File: config.mk
export PLATFORM = sky130hd
export DESIGN_NAME = clock_victim_sel
export DESIGN_NICKNAME = d
export VERILOG_FILES = /design/src/rtl/clock_victim_sel.sv
export SDC_FILE = /design/constraint.sdc
export NUM_CORES = 1
export LEC_CHECK = 0
export CAP_MARGIN = 20
export CORE_MARGIN = 2
export CORE_UTILIZATION = 50
export DETAILED_ROUTE_END_ITERATION = 10
export PLACE_DENSITY_LB_ADDON = 0.15
export SLEW_MARGIN = 20
export SYNTH_ARGS = -nofsm -noshare
export SYNTH_HDL_FRONTEND = slang
export SYNTH_SLANG_ARGS = --single-unit
File: constraint.sdc
create_clock -name clk -period 1.8 [get_ports clk]
set_input_delay 0.27 -clock clk [delete_from_list [all_inputs] [get_ports clk]]
set_output_delay 0.27 -clock clk [all_outputs]
set_load 0.1 [all_outputs]
File: src/rtl/clock_victim_sel.sv
module clock_victim_sel #(
  parameter int NFRAMES = 8,
  localparam int IW = (NFRAMES > 1) ? $clog2(NFRAMES) : 1
) (
  input  logic          clk,
  input  logic          rst_n,
  input  logic          ref_valid,
  input  logic [IW-1:0] ref_frame,
  input  logic          ref_write,
  input  logic          fill_valid,
  input  logic [IW-1:0] fill_frame,
  input  logic          req_valid,
  output logic          req_ready,
  output logic          rsp_valid,
  input  logic          rsp_ready,
  output logic [IW-1:0] rsp_frame,
  output logic          rsp_dirty
);
  typedef enum logic [1:0] {ST_IDLE, ST_SWEEP, ST_RESP} st_t;

  st_t st;
  logic [NFRAMES-1:0] ref_bits, mod_bits, ref_nxt, mod_nxt;
  logic [IW-1:0] hand, hand_inc, victim;
  logic victim_dirty;
  logic sweeping, cur_ref;

  assign sweeping  = (st == ST_SWEEP);
  assign cur_ref   = ref_bits[hand];
  assign hand_inc  = (hand == IW'(NFRAMES - 1)) ? '0 : hand + 1'b1;
  assign req_ready = (st == ST_IDLE);
  assign rsp_valid = (st == ST_RESP);
  assign rsp_frame = victim;
  assign rsp_dirty = victim_dirty;

  always_ff @(posedge clk) begin
    if (!rst_n) begin
      st           <= ST_IDLE;
      hand         <= '0;
      victim       <= '0;
      victim_dirty <= 1'b0;
    end else begin
      case (st)
        ST_IDLE: if (req_valid) st <= ST_SWEEP;
        ST_SWEEP: begin
          hand <= hand_inc;
          if (!cur_ref) begin
            victim       <= hand;
            victim_dirty <= mod_bits[hand];
            st           <= ST_RESP;
          end
        end
        ST_RESP: if (rsp_ready) st <= ST_IDLE;
        default: st <= ST_IDLE;
      endcase
    end
  end

  for (genvar i = 0; i < NFRAMES; i++) begin : frame_g
    logic hit_ref, hit_fill, wipe;
    assign hit_ref  = ref_valid && (ref_frame == IW'(i));
    assign hit_fill = fill_valid && (fill_frame == IW'(i));
    assign wipe     = sweeping && cur_ref && (hand == IW'(i));
    assign ref_nxt[i] = (ref_bits[i] & ~wipe) | hit_ref | hit_fill;
    assign mod_nxt[i] = (mod_bits[i] & ~hit_fill) | (hit_ref & ref_write);
  end

  always_ff @(posedge clk) begin
    if (!rst_n) begin
      ref_bits <= '0;
      mod_bits <= '0;
    end else begin
      ref_bits <= ref_nxt;
      mod_bits <= mod_nxt;
    end
  end
endmodule

After elaboration in Yosys (flattened, before gate mapping)
Index checks and enable logic that the tools add are counted.

word-level totals
  flip-flop bits (word level) = 25
  bits of input ports = 13
  output and inout port bits = 6
  logic and storage cells = 139

cells by class
  add/subtract/negate cells = 1
  magnitude comparators = 1
  equality and inequality tests = 26
  mux-type cells = 9
  bitwise operators = 65
  reduce and logical (&&, ||, !) cells = 31

operators with widths
  kind                   count
  $eq A3 B3 Y1 const B   12
  $logic_and A1 B1 Y1    25
  $and A1 B1 Y1          24
  $or A1 B1 Y1           24
  $eq A3 B2 Y1 const B   6
  $not A1 Y1             17
  $eq A3 B1 Y1 const B   3
  $logic_not A3 Y1       3
  $bmux W1 S3            2
  $mux W2                3
  $pmux W2 S3            1
  $lt A3 B4 Y1 const B   1
  $ne A2 B2 Y1 const B   2
  $add A3 B1 Y3 const B  1
  $mux W3                1
  $reduce_and A3 Y1      1
  $eq A2 B1 Y1 const B   1
  $eq A2 B2 Y1 const B   1
  $logic_not A2 Y1       1
  $mux W1                2
  $ne A2 B1 Y1 const B   1
  $reduce_and A2 Y1      1

Logic depth before layout (Yosys ltp)
  word-level depth = 8
  depth in mapped cells = 6
  depth with buffers taken out = 5

Least setup slack after synthesis
OpenSTA, ideal clock, no wires.

  path type = register -> register
  start point = register st[1]
  end point = register st[1]
  library setup time = 71 ps
  arrival = 1988 ps
  data required time = 1729 ps
  path slack = -260 ps
  cell stages (with the launch flop) = 4
  clock period less this slack = 2060 ps
  cell sequence = dfxtp_1 > nor2b_1 > nand2b_1 > a21oi_1

between the ends
  longest elaborated chain between the ends = 3

ends and longest elaborated chain
  what                         RTL line  text
  from (decl)                  21        st_t st;
  from (signal assigned)       37        st <= ST_IDLE;
  from (signal assigned)       43        ST_IDLE: if (req_valid) st <= ST_SWEEP;
  from (signal assigned)       49        st <= ST_RESP;
  $eq A2 B2 Y1 *               -
  net rsp_valid                14        output logic rsp_valid,
  $ne A2 B1 Y1 (no line)       -
  $reduce_and A3 Y1 (no line)  -

Mark *: on every way through the listed nets, which the timed path passes. The rest lies on a longest branch.
A chain may end at the register's enable or synchronous reset.

Worst setup path in the final report
  start point = register hand[0]
  end point = register victim[2] (netlist: rsp_frame[2])

between the ends
  longest elaborated chain between the ends = 4

ends and longest elaborated chain
  what                           RTL line  text
  from (decl)                    23        logic [IW-1:0] hand, hand_inc, victim;
  from (signal assigned)         45        hand <= hand_inc;
  $bmux W1 S3                    28        assign cur_ref = ref_bits[hand];
  $mux W1 (not written as such)  28
  $not A1 Y1 (no line)           -
  $reduce_and A2 Y1 (no line)    -
  to (signal assigned)           47        victim <= hand;
  to (decl)                      23

No other way between the ends. The select of a mux whose other input is x is not followed.

==> results.yml <==
yosys:
  ys_warn_count: 0
  synth.ff_latch_count: 25
  syn_area_per_cell_um2: 8.91
  syn_inst: 153
  ys.flop_type: "dfxtp_1"
  syn-num-nets: 172
  async_reset_ff_share_pct: 0
  synth_edf_count: 0
  ys_seq_area_share_pct: 36.7
  synth_cell_types: 34
  syn-cell-area_um2: 1360
routing:
  wl_per_cell_um: 16.3
  vias_per_cell: 5.93
  drt_iter0_drc: 86
  ant_nets: 0
  drtPass1Iterations: 4
  vias: 1210
  drcViolationCount: 0
  wl_mm: 3.32
place:
  hpwl_mm: 2.58
  portBuffers: 18
  post-place-ws_ns: 0.133
  dpl_cell_area_um2: 1610
  numPlacedInstances: 200
  finalWeightedCongestion: 0.924
floorplanning:
  ioPinCount: 19
  die_x_um: 56.2
  rows: 18
  start_util_pct: 54.1
  fp.coreArea_um2: 2520
  die-area_um2: 3160
  dieHeight_um: 56.2
timing:
  slew_violations: 0
  finalSetupViolations: 0
  relSlewSlack_pct: 65.6
  fin_crit_sh_pct: 94.6
  whs_ns: 0.483
  hold_viol_final: 0
  setup_tns_ns: 0
  setup_slack_ns: 0.0978
  worstMarginPinSlew_ns: 0.515
  max_freq_ghz: 0.587
  finClkSkew_ns: 0.0111
  rsz0062_at_grt: "false"
  fin_crit_ns: 1.70
finish:
  diodes: 0
  layout_common_cells: "dfxtp_1 (25), nand2_1 (23), nor2_1 (12), clkdlybuf4s50_1 (12), buf_4 (11)"
  syn_to_final_growth_pct: 20.2
  fin_nets: 194
  multi_input_area_um2: 810
  final_common_cell: "dfxtp_1"
  register_area_um2: 500
  finish.instance_area_um2: 1640
  drive_above_1_share_pct: 16.7
  fin_cells: 204
  fillerInstances: 210
global_route:
  grt_pass1_wl_mm: 5.57
  grt_max_degree: 21
  grt_antenna_before_repair: 0
  grtUsageTotal_pct: 22.2
  grt-ovfl-total: 0
  grt_pass1_vias: 1175
critical_path:
  crit_type: "reg -> reg"
  required_ns: 2.04
  cp_max_fo: 7
  r2r_cells: 4
  end_kind: "register"
  arrival_ns: 1.95
  start_kind: "register"
clock_network:
  hold_buffers: 0
  clkTransAtPathRegs_ns: 0.15
  post_cts_resized: 0
  clock_path_buffers: 2
  numCtsBuffers: 3
  postCtsSetupRepairBufs: 0
  cts_max_level: 1
  cts.sinks: 25
  clk-insertion-delay-late_ns: 0.33
  cts_tree: "built"
  root_buffer: "clkbuf_4"
hold_path:
  hold_path.class: "reg -> reg"
  hold_depth: 2
job:
  maxCapViolations: 0
power_and_ir_drop:
  p_per_area_nw_per_um2: 716
  leakage_nw: 0.608
  ir_worst_vdd_uv: 571
status:
  status: "completed"
cells by family (layout without fill, tap and decap cells):
kind of cell	count (synthesis)	in the layout	synth area share, %
AND/OR/NAND/NOR	62	62	21.1
AO/OA/AOI/OAI	37	37	22.2
buffers and inverters	13	34	4.31
adder cells (fa/ha/maj)	6	6	5.50
flip-flops	25	25	36.7
multiplexers	10	10	10.2
flip-flops by register name (all words and copies together), names as in the netlist:
| register | flops |
|---|---|
| mod_bits | 8 |
| ref_bits | 8 |
| hand | 3 |
| rsp_frame | 3 |
| st | 2 |
| rsp_dirty | 1 |
critical path, cell delays in order (launching register included):
cell,delay [ns]
dfxtp_1,0.50
mux2_4,0.35
o32ai_4,0.38
o21ai_4,0.15
a31o_1,0.24
routing by layer:
metal	GRT usage, %	routed length (um)
met1	32.0	1540
met3	3.02	209
met2	35.5	1560
met4	4.76	10
met5	0	0
worst paths after layout:
check / start / to / slack, ns
worst min register to register: mod_bits[1]$_SDFF_PN0_ / mod_bits[1]$_SDFF_PN0_ / 0.48
worst max-delay path: hand[0]$_SDFFE_PN0N_ / rsp_frame[2]$_SDFFE_PN0P_ / 0.1
worst max register to register: hand[0]$_SDFFE_PN0N_ / rsp_frame[2]$_SDFFE_PN0P_ / 0.1
worst min-delay path: mod_bits[1]$_SDFF_PN0_ / mod_bits[1]$_SDFF_PN0_ / 0.48
power breakdown:
part           leakage, nW  switching, W  internal, W
Combinational        0.391      0.000173     0.000126
Sequential           0.204     0.0000298     0.000579
Clock               0.0139      0.000180    0.0000850
cells in the mapped netlist (2+ instances only):
library cell   n  area (um2)
o32ai_4        2        55.1
a31oi_1        6        37.5
mux2_4         2        30.0
mux2_2         3        33.8
nor2_1        13        48.8
clkbuf_1       5        18.8
a22oi_1        4        30.0
buf_2          2        10.0
a21oi_1        6        30.0
dfxtp_1       25         500
nor2b_1        5        31.3
mux2i_1        3        30.0
nand2_1       23        86.3
nand2b_1       3        18.8
ha_1           6        75.1
nand3_1        9        45.0
a32oi_1        5        43.8
mux4_2         2        45.0
and3_1         2        12.5
inv_1          5        18.8
o31ai_1        6        45.0
nor3_1         2        10.0
o21ai_0        3        15.0
layout make-up:
cell class / count / area share, %
inverters: 5 / 1.15
clock buffers: 3 / 1.37
flip-flops and latches: 25 / 30.5
repair buffers: 25 / 14.8
well taps: 30 / 2.29
clock inverters: 1 / 0.458
multi-input cells: 115 / 49.4
through the flow:
stage	util [%]	power, W
6_report	65.0	0.00117
3_5_place_dp	63.8	0.000917
3_3_place_gp	63.8	0.000909
5_1_grt	65.0	0.00122
2_1_floorplan	-	0.000816
4_1_cts	65.0	0.00117
Power figures use the tool's default switching activity.
